File: src/rtl/uart_irq_pkg.sv
package uart_irq_pkg;

   localparam int N_SRC = 7;

   typedef enum logic [2:0] {
      S_LINE  = 3'd0,
      S_RX    = 3'd1,
      S_TX    = 3'd2,
      S_MODEM = 3'd3,
      S_XOFF  = 3'd4,
      S_SPEC  = 3'd5,
      S_FLOW  = 3'd6
   } src_e;

   localparam logic [7:0] C_NONE  = 8'h01;
   localparam logic [7:0] C_LINE  = 8'h06;
   localparam logic [7:0] C_RXD   = 8'h04;
   localparam logic [7:0] C_RXTO  = 8'h0C;
   localparam logic [7:0] C_TX    = 8'h02;
   localparam logic [7:0] C_MODEM = 8'h00;
   localparam logic [7:0] C_XSPEC = 8'h10;
   localparam logic [7:0] C_FLOW  = 8'h20;

   localparam int EN_RX    = 0;
   localparam int EN_TX    = 1;
   localparam int EN_LINE  = 2;
   localparam int EN_MODEM = 3;
   localparam int EN_XSPEC = 5;
   localparam int EN_RTS   = 6;
   localparam int EN_CTS   = 7;

endpackage

File: src/rtl/irq_flag.sv
module irq_flag #(
   parameter int W = 1
) (
   input  logic         clk,
   input  logic         rst_n,
   input  logic [W-1:0] set,
   input  logic [W-1:0] clr,
   output logic [W-1:0] q
);
   if (W < 1) begin : g_bad_w
      $error("irq_flag: W must be at least 1");
   end

   // set has priority over clear in the same cycle
   always_ff @(posedge clk or negedge rst_n) begin
      if (!rst_n) q <= '0;
      else        q <= set | (q & ~clr);
   end
endmodule

File: src/rtl/irq_modem_delta.sv
module irq_modem_delta #(
   parameter int N = 4
) (
   input  logic         clk,
   input  logic         rst_n,
   input  logic [N-1:0] lvl,
   input  logic         clr,
   output logic [N-1:0] delta
);
   logic [N-1:0] prev;
   logic         primed;
   logic [N-1:0] chg;

   assign chg = primed ? (lvl ^ prev) : '0;

   always_ff @(posedge clk or negedge rst_n) begin
      if (!rst_n) begin
         prev   <= '0;
         primed <= 1'b0;
      end else begin
         prev   <= lvl;
         primed <= 1'b1;
      end
   end

   irq_flag #(.W(N)) u_dflag (
      .clk   (clk),
      .rst_n (rst_n),
      .set   (chg),
      .clr   ({N{clr}}),
      .q     (delta)
   );
endmodule

File: src/rtl/irq_prio_enc.sv
module irq_prio_enc #(
   parameter int N = 7
) (
   input  logic [N-1:0] pend,
   output logic [N-1:0] sel,
   output logic         any
);
   logic [N:0] seen;

   assign seen[0] = 1'b0;
   for (genvar i = 0; i < N; i++) begin : g_rank
      assign sel[i]    = pend[i] & ~seen[i];
      assign seen[i+1] = seen[i] | pend[i];
   end
   assign any = seen[N];
endmodule

File: src/rtl/irq_pin.sv
module irq_pin #(
   parameter bit ACT_HIGH = 1'b1
) (
   input  logic pend,
   input  logic int_sel,
   input  logic mcr_int_en,
   output logic int_o,
   output logic int_oe
);
   if (ACT_HIGH) begin : g_high
      assign int_o = pend;
   end else begin : g_low
      assign int_o = ~pend;
   end

   assign int_oe = int_sel | mcr_int_en;
endmodule

File: src/rtl/uart_irq_ctrl.sv
module uart_irq_ctrl
   import uart_irq_pkg::*;
#(
   parameter int MODEM_W         = 4,
   parameter bit INT_ACTIVE_HIGH = 1'b1
) (
   input  logic               clk,
   input  logic               rst_n,
   input  logic [7:0]         ier,
   input  logic               fifo_on,
   input  logic               int_sel,
   input  logic               mcr_int_en,
   input  logic               lsr_err_evt,
   input  logic               rx_ready,
   input  logic               rx_timeout,
   input  logic               tx_below_trig,
   input  logic               tx_empty_evt,
   input  logic [MODEM_W-1:0] modem_lvl,
   input  logic               xoff_evt,
   input  logic               spec_evt,
   input  logic               rx_char,
   input  logic               rts_chg_evt,
   input  logic               cts_chg_evt,
   input  logic               isr_rd,
   input  logic               msr_rd,
   input  logic               lsr_rd,
   input  logic               thr_wr,
   output logic [7:0]         isr_val,
   output logic [MODEM_W-1:0] msr_delta,
   output logic               int_o,
   output logic               int_oe
);
   if (MODEM_W < 1 || MODEM_W > 8) begin : g_bad_modem
      $error("uart_irq_ctrl: MODEM_W must lie in 1..8");
   end

   localparam int NL = 6;  // latched single-bit causes: line, tx, xoff, spec, rts, cts
   localparam int L_LINE = 0, L_TX = 1, L_XOFF = 2, L_SPEC = 3, L_RTS = 4, L_CTS = 5;

   logic [NL-1:0]    l_set, l_clr, l_q;
   logic [N_SRC-1:0] pend, sel;
   logic             any;

   always_comb begin
      l_set          = '0;
      l_clr          = '0;
      l_set[L_LINE]  = lsr_err_evt;
      l_clr[L_LINE]  = lsr_rd;
      l_set[L_TX]    = tx_below_trig | tx_empty_evt;
      l_clr[L_TX]    = thr_wr | (isr_rd & sel[S_TX]);
      l_set[L_XOFF]  = xoff_evt;
      l_clr[L_XOFF]  = isr_rd & sel[S_XOFF];
      l_set[L_SPEC]  = spec_evt;
      l_clr[L_SPEC]  = rx_char | (isr_rd & sel[S_SPEC]);
      l_set[L_RTS]   = rts_chg_evt;
      l_clr[L_RTS]   = msr_rd;
      l_set[L_CTS]   = cts_chg_evt;
      l_clr[L_CTS]   = msr_rd;
   end

   irq_flag #(.W(NL)) u_flags (
      .clk   (clk),
      .rst_n (rst_n),
      .set   (l_set),
      .clr   (l_clr),
      .q     (l_q)
   );

   irq_modem_delta #(.N(MODEM_W)) u_modem (
      .clk   (clk),
      .rst_n (rst_n),
      .lvl   (modem_lvl),
      .clr   (msr_rd),
      .delta (msr_delta)
   );

   always_comb begin
      pend          = '0;
      pend[S_LINE]  = l_q[L_LINE] & ier[EN_LINE];
      pend[S_RX]    = (rx_ready | rx_timeout) & ier[EN_RX];
      pend[S_TX]    = l_q[L_TX] & ier[EN_TX];
      pend[S_MODEM] = (|msr_delta) & ier[EN_MODEM];
      pend[S_XOFF]  = l_q[L_XOFF] & ier[EN_XSPEC];
      pend[S_SPEC]  = l_q[L_SPEC] & ier[EN_XSPEC];
      pend[S_FLOW]  = (l_q[L_RTS] & ier[EN_RTS]) | (l_q[L_CTS] & ier[EN_CTS]);
   end

   irq_prio_enc #(.N(N_SRC)) u_enc (
      .pend (pend),
      .sel  (sel),
      .any  (any)
   );

   logic [7:0] code;
   always_comb begin
      code = C_NONE;
      if      (sel[S_LINE])  code = C_LINE;
      else if (sel[S_RX])    code = rx_timeout ? C_RXTO : C_RXD;
      else if (sel[S_TX])    code = C_TX;
      else if (sel[S_MODEM]) code = C_MODEM;
      else if (sel[S_XOFF])  code = C_XSPEC;
      else if (sel[S_SPEC])  code = C_XSPEC;
      else if (sel[S_FLOW])  code = C_FLOW;
   end

   assign isr_val = code | {fifo_on, fifo_on, 6'b0};

   irq_pin #(.ACT_HIGH(INT_ACTIVE_HIGH)) u_pin (
      .pend       (any),
      .int_sel    (int_sel),
      .mcr_int_en (mcr_int_en),
      .int_o      (int_o),
      .int_oe     (int_oe)
   );
endmodule

File: config.mk
export PLATFORM = sky130hd
export DESIGN_NAME = uart_irq_ctrl
export DESIGN_NICKNAME = d
export VERILOG_FILES = /design/src/rtl/uart_irq_pkg.sv /design/src/rtl/irq_flag.sv /design/src/rtl/irq_modem_delta.sv /design/src/rtl/irq_prio_enc.sv /design/src/rtl/irq_pin.sv /design/src/rtl/uart_irq_ctrl.sv
export SDC_FILE = /design/constraint.sdc
export NUM_CORES = 1
export LEC_CHECK = 0
export BUFFER_PORTS_ARGS = -buffer_cell sky130_fd_sc_hd__buf_2
export CORE_MARGIN = 5
export CORE_UTILIZATION = 39
export DETAILED_ROUTE_END_ITERATION = 7
export PLACE_DENSITY = 0.75
export SLEW_MARGIN = 20
export SYNTH_ARGS = -nofsm -noshare
export SYNTH_HDL_FRONTEND = slang
export SYNTH_SLANG_ARGS = --single-unit
export TNS_END_PERCENT = 1
File: constraint.sdc
create_clock -name clk -period 1.9 [get_ports clk]
set_input_delay 0.57 -clock clk [delete_from_list [all_inputs] [get_ports clk]]
set_output_delay 0.57 -clock clk [all_outputs]
set_load 0.01 [all_outputs]
# Word-level counts from Yosys, hierarchy flattened
# Cells that the tools add are included.
totals:
  reg_bits: 15
  input_bits: 31
  elab_cells: 57
op_classes:
  muxes: 9
  bitwise: 43
  n_reduce_logical: 1
ops:
  columns: ["cell", "n"]
  rows:
  - ["$mux W6", 7]
  - ["$and A1 B1 Y1", 17]
  - ["$or A1 B1 Y1", 12]
  - ["$mux W4", 2]
  - ["$or A8 B8 Y8", 1]
  - ["$and A6 B6 Y6", 1]
  - ["$not A1 Y1", 6]
  - ["$not A6 Y6", 1]
  - ["$or A6 B6 Y6", 1]
  - ["$and A4 B4 Y4", 1]
  - ["$not A4 Y4", 1]
  - ["$or A4 B4 Y4", 1]
  - ["$reduce_or A4 Y1", 1]
  - ["$xor A4 B4 Y4", 1]

# Longest topological paths before layout
depth:
  depth_word: 17
  ltp_mapped: 3
  ltp_nobuf: 3

# By module
# Synthesis repeated with hierarchy kept, for this count alone.
hier_totals:
  hier_cells: 79
  hier_area_um2: 799.5
modules_own_cells:
  columns: ["mod", "n_inst", "cells_per_inst", "area_per_inst_um2", "seq_area_each_um2"]
  rows:
  - ["irq_flag at u_flags", 1, 18, 217.7, 150.1]
  - ["irq_modem_delta", 1, 14, 188.9, 125.1]
  - ["uart_irq_ctrl", 1, 23, 161.4, 0.0]
  - ["irq_flag at u_modem.u_dflag", 1, 12, 145.1, 100.1]
  - ["irq_prio_enc", 1, 10, 72.6, 0.0]
  - ["irq_pin", 1, 2, 13.8, 0.0]

# Worst setup path before layout
# OpenSTA, ideal clock, no wires.
synth_path:
  path_type: "input port to output port"
  start: "in rx_ready"
  end: "out isr_val[5]"
  t_arrival_ps: 1266
  required_ps: 1330
  setup_slack_ps: 64
  stages: 3
  cell_sequence: "o21ai_0 nand4_1 nor3b_1"
synth_via:
  elab_chain_len: 17
  elab_cells_between_ends: 26
synth_rtl:
  columns: ["element", "line_no", "source"]
  rows:
  - ["start: declaration", "uart_irq_ctrl.sv:14", "input logic rx_ready,"]
  - ["$or A1 B1 Y1 (*)", "uart_irq_ctrl.sv:80", "pend[S_RX] = (rx_ready | rx_timeout) & ier[EN_RX];"]
  - ["$and A1 B1 Y1 (*)", "uart_irq_ctrl.sv:80", null]
  - ["$or A1 B1 Y1 (5 in a row)", "irq_prio_enc.sv:13", "assign seen[i+1] = seen[i] | pend[i];"]
  - ["$not A1 Y1", "irq_prio_enc.sv:12", "assign sel[i] = pend[i] & ~seen[i];"]
  - ["$and A1 B1 Y1", "irq_prio_enc.sv:12", null]
  - ["$mux W6", "uart_irq_ctrl.sv:103", "else if (sel[S_FLOW]) code = C_FLOW;"]
  - ["$mux W6", "uart_irq_ctrl.sv:102", "else if (sel[S_SPEC]) code = C_XSPEC;"]
  - ["$mux W6", "uart_irq_ctrl.sv:101", "else if (sel[S_XOFF]) code = C_XSPEC;"]
  - ["$mux W6", "uart_irq_ctrl.sv:100", "else if (sel[S_MODEM]) code = C_MODEM;"]
  - ["$mux W6", "uart_irq_ctrl.sv:99", "else if (sel[S_TX]) code = C_TX;"]
  - ["$mux W6 (*)", "uart_irq_ctrl.sv:98", "else if (sel[S_RX]) code = rx_timeout ? C_RXTO : C_RXD;"]
  - ["$mux W6 (*)", "uart_irq_ctrl.sv:97", "if (sel[S_LINE]) code = C_LINE;"]
  - ["$or A8 B8 Y8 (*)", "uart_irq_ctrl.sv:106", "assign isr_val = code | {fifo_on, fifo_on, 6'b0};"]
  - ["end: declaration", "uart_irq_ctrl.sv:28", "output logic [7:0] isr_val,"]
# Mark *: on every way between the ends. The rest lies on a longest branch, timed or not.

# Final worst setup path
layout_path:
  start: "reg u_modem.u_dflag.q[2]"
  end: "out isr_val[0]"
layout_via:
  elab_chain_len: 15
  elab_cells_between_ends: 20
layout_rtl:
  columns: ["element", "line_no", "source"]
  rows:
  - ["start: declaration", "irq_flag.sv:8", "output logic [W-1:0] q"]
  - ["start signal: assignment", "irq_flag.sv:17", "else q <= set | (q & ~clr);"]
  - ["$reduce_or A4 Y1 (*)", "uart_irq_ctrl.sv:82", "pend[S_MODEM] = (|msr_delta) & ier[EN_MODEM];"]
  - ["$and A1 B1 Y1 (*)", "uart_irq_ctrl.sv:82", null]
  - ["$or A1 B1 Y1 (3 in a row)", "irq_prio_enc.sv:13", null]
  - ["$not A1 Y1", "irq_prio_enc.sv:12", null]
  - ["$and A1 B1 Y1", "irq_prio_enc.sv:12", null]
  - ["$mux W6", "uart_irq_ctrl.sv:103", null]
  - ["$mux W6", "uart_irq_ctrl.sv:102", null]
  - ["$mux W6", "uart_irq_ctrl.sv:101", null]
  - ["$mux W6 (*)", "uart_irq_ctrl.sv:100", null]
  - ["$mux W6 (*)", "uart_irq_ctrl.sv:99", null]
  - ["$mux W6 (*)", "uart_irq_ctrl.sv:98", null]
  - ["$mux W6 (*)", "uart_irq_ctrl.sv:97", null]
  - ["$or A8 B8 Y8 (*)", "uart_irq_ctrl.sv:106", null]
# Marks and branches as above.

==> results.md <==
* Status: complete, but fails checks
* Violations in the final reports: setup timing
* Wire length of the first global-routing pass at 2194 um
* Fillers at roughly 140
* Count of standard-cell rows at 14
* Utilization after layout at ~62%
* CTS hold repair buffers at 0
* Worst Path Arrival at ~1.6 ns
* Endpoints failing hold at 0
* Unrepaired setup endpoints after global routing: yes
* Drc violations at 0
* Total CTS buffers at 3
* Hold crit path type: input port to asynchronous set/reset pin
* Warnings, synthesis at 0
* Multi-input gate area in the final layout at approximately 280 sq um
* Critical path depth in cells at 4
* Post-synth top area share at between 50% and 60%
* Register area share after synthesis at between 50% and 60%
* Number of design-rule violations left by the first detailed-router iteration at 5
* IR Drop Worst-Case VDD at about 0.48 mV
* Achievable clock frequency at between 400 and 500 MHz
* Maximum net fanout on the critical path at 3
* Cell Chain, Critical Path: o41ai_4 -> and4_1 -> and3_1 -> buf_2
* Max stage delay cell, worst path: sky130_fd_sc_hd__dfrtp_1
* Unique masters post-synth at 21
* Antenna violations before repair at 0
* Number of vias in the routed layout at 617
* ANT nets after route at 0
* Clock transition at path regs at roughly 0.080 ns
* Inserted Diodes at 0
* Width of the die at between 50 and 60 um
* Minimum hold slack at approximately 0.17 ns
* Startpoint Class: register
* Initial core utilization at roughly 42%
* CTS tree: yes
* Die ar. at around 2600 sq um
* Max-capacitance violation count at 0
* Summed negative setup slack over all endpoints at -0.9946 ns
* Number of clock sinks at 15
* Final setup margin at -0.2924 ns
* EDFF count, synth at 0
* Worst Setup End Kind: output port
* Share of synthesized flip-flops with an asynchronous set or reset at 100.0%
* Flip-flop and latch count after synthesis at 15
* Vias in the first global route at approximately 550
* Placed wire-length estimate after detailed placement at between 1000 and 1500 um
* Area growth from synthesis to layout at 46.46%
* Aggregate global routing overflow at 0
* Drt wl/cell at about 12 um
* Worst-case setup slack after placement at -0.1808 ns
* Worst path top cell family by delay: simple AND/OR/NAND/NOR gates
* Largest stage delay on the critical path at slightly above 0.4 ns
* Cell depth of the worst flop-to-flop path at 4
* Area of the core at 1541 sq um
* Total number of nets in the final design at 140
* Io pins at 45
* Buffers & Inverters on Critical Path at 1
* Bufs on Longest Clock Path at 2
* CP startpoint: u_modem.u_dflag.q[2]
* Power per standard cell area at 709.1 nW/um^2
* CTS Root Cell: sky130_fd_sc_hd__clkbuf_4
* Maximum number of pins on one net before global-route repair at 16
* Post-synth design cell area at approximately 650 sq um
* CP required at between 1 and 1.5 ns
* Synth area leaders: sky130_fd_sc_hd__dfrtp_1 (57%), sky130_fd_sc_hd__a22o_1 (5.4%), sky130_fd_sc_hd__xor2_1 (5.4%), sky130_fd_sc_hd__a21o_1 (3.4%), sky130_fd_sc_hd__o21ai_0 (3.1%)
* Storage cell area at approximately 380 sq um
* Placed cell count at roughly 120
* Ys flop type: sky130_fd_sc_hd__dfrtp_1
* Static leakage power at 0.0005179 uW
* Count of H-tree levels built during CTS at 1
* Post-Synthesis Mean Instance Area at around 11 sq um
* Synthesized netlist cell count at 60
* Number of buffers inserted by port buffering at 40
* Number of setup violations in the final report at 4
* Iteration count of the initial detailed-routing pass at 3
* Net count after synthesis at ~90
* Via/cell ratio at around 5
* Reg-to-reg critical path startpoint: u_modem.u_dflag.q[2]
* Total length of routed wires at around 1500 um
* Clock skew after layout at a little under 0.005 ns
* Post-synth top area cell: sky130_fd_sc_hd__dfrtp_1
* Post-layout instance count excluding filler cells at 124
* Total global routing track utilization at between 10% and 20%
* Latest clock arrival within the worst-skew pair at ~0.28 ns
* Number of max-slew violations in the final report at 0
* Crit path kind: register to output port
* Final cycle utilization of the critical path at 115.4%
* Final weighted congestion in routability-driven placement at about 0.7
* Vertical die dimension at 50.96 um
* Final worst path period need at between 2 and 2.5 ns
* Share of final-layout standard cells stronger than drive strength 1 at ~49%
-- synth_stat cells, types with 2 or more instances --
master                     n
sky130_fd_sc_hd__nor2_1    4
sky130_fd_sc_hd__buf_4     2
sky130_fd_sc_hd__a21oi_1   3
sky130_fd_sc_hd__dfrtp_1  15
sky130_fd_sc_hd__a21o_1    3
sky130_fd_sc_hd__o21ai_0   4
sky130_fd_sc_hd__and3_1    2
sky130_fd_sc_hd__nand2_1   5
sky130_fd_sc_hd__inv_1     4
sky130_fd_sc_hd__a22o_1    4
sky130_fd_sc_hd__xor2_1    4
-- worst register-to-register path: stages, from the launching register on --
cell and delay (ns):
sky130_fd_sc_hd__dfrtp_1 0.41, sky130_fd_sc_hd__o41ai_4 0.37, sky130_fd_sc_hd__and4_1 0.28, sky130_fd_sc_hd__buf_4 0.13, sky130_fd_sc_hd__a21oi_1 0.06
-- placed cells by master (no fill, tap or decap), drive strengths merged, types with 2 or more instances in the layout --
cell / count
nand2: 5
buf: 46
xor2: 4
inv: 4
a22o: 4
nor2: 4
clkbuf: 4
a21o: 3
and3: 2
dfrtp: 15
o21ai: 4
a21oi: 3
-- path summary, 6_finish.rpt --
check                                        to  slack [ns]
setup / recovery                     isr_val[0]       -0.29
hold / removal             u_modem.u_dflag.q[2]        0.17
setup reg to reg                   u_flags.q[3]        0.53
hold reg to reg                    u_flags.q[5]        0.48
max in group asynchronous       u_modem.prev[3]        1.49
min in group clk                u_modem.prev[0]        0.41
-- cell families (layout without fill, tap and decap cells) --
group	after synthesis	in the layout	synth area share, %
compound gates	17	17	19.12
simple gates	17	17	13.00
flops	15	15	57.36
buf+inv	6	54	4.588
xor+xnor	4	4	5.353
other cells	1	1	0.5731
-- registers in the layout (all words and copies together) (netlist names) --
signal / count
u_modem.prev: 4
u_modem.primed: 1
u_modem.u_dflag.q: 4
u_flags.q: 6
-- area by class of cell --
class                   count  share of cell area [%]
multi-input cells          39                   28.85
clock buffers               4                   2.742
repair buffers             46                   25.59
well taps                  16                   2.089
flip-flops and latches     15                   39.16
inverters                   4                   1.567
-- metal layers --
| layer | part of all wire (%) | track usage [%] | vias up | wire length [um] |
|---|---|---|---|---|
| met3 | 14 | 4.651 | 2 | 212 |
| li1 | - | - | 305 | - |
| met2 | 45 | 17.15 | 31 | 687 |
| met1 | 39 | 12.52 | 279 | 582 |
| met4 | 1.8 | 6.383 | 0 | 27 |
| met5 | 0 | 0 | - | 0 |
-- metrics by stage --
stage                     power, uW  cell area [sq um]
after floorplan               421.3              654.4
after global placement        492.6              897.1
after detailed placement      497.0              897.1
after CTS                     682.5              934.6
after global routing          719.2              958.4
final                         679.6              958.4
-- report_power, final --
group / internal [uW] / switching, uW / total (uW)
combinational: 76.2 / 65.1 / 141
clock: 81.5 / 95.5 / 177
sequential: 342 / 18.8 / 361
-- timing repair --
action                     in CTS  in global routing
gates cloned                    0                  0
pin swaps                       3                  1
buffers inserted                1                  0
gates resized for setup         2                  3
setup endpoints to repair       6                  6
hold endpoints to repair        0                  0
Note: power is estimated with default switching activity, not from simulation.
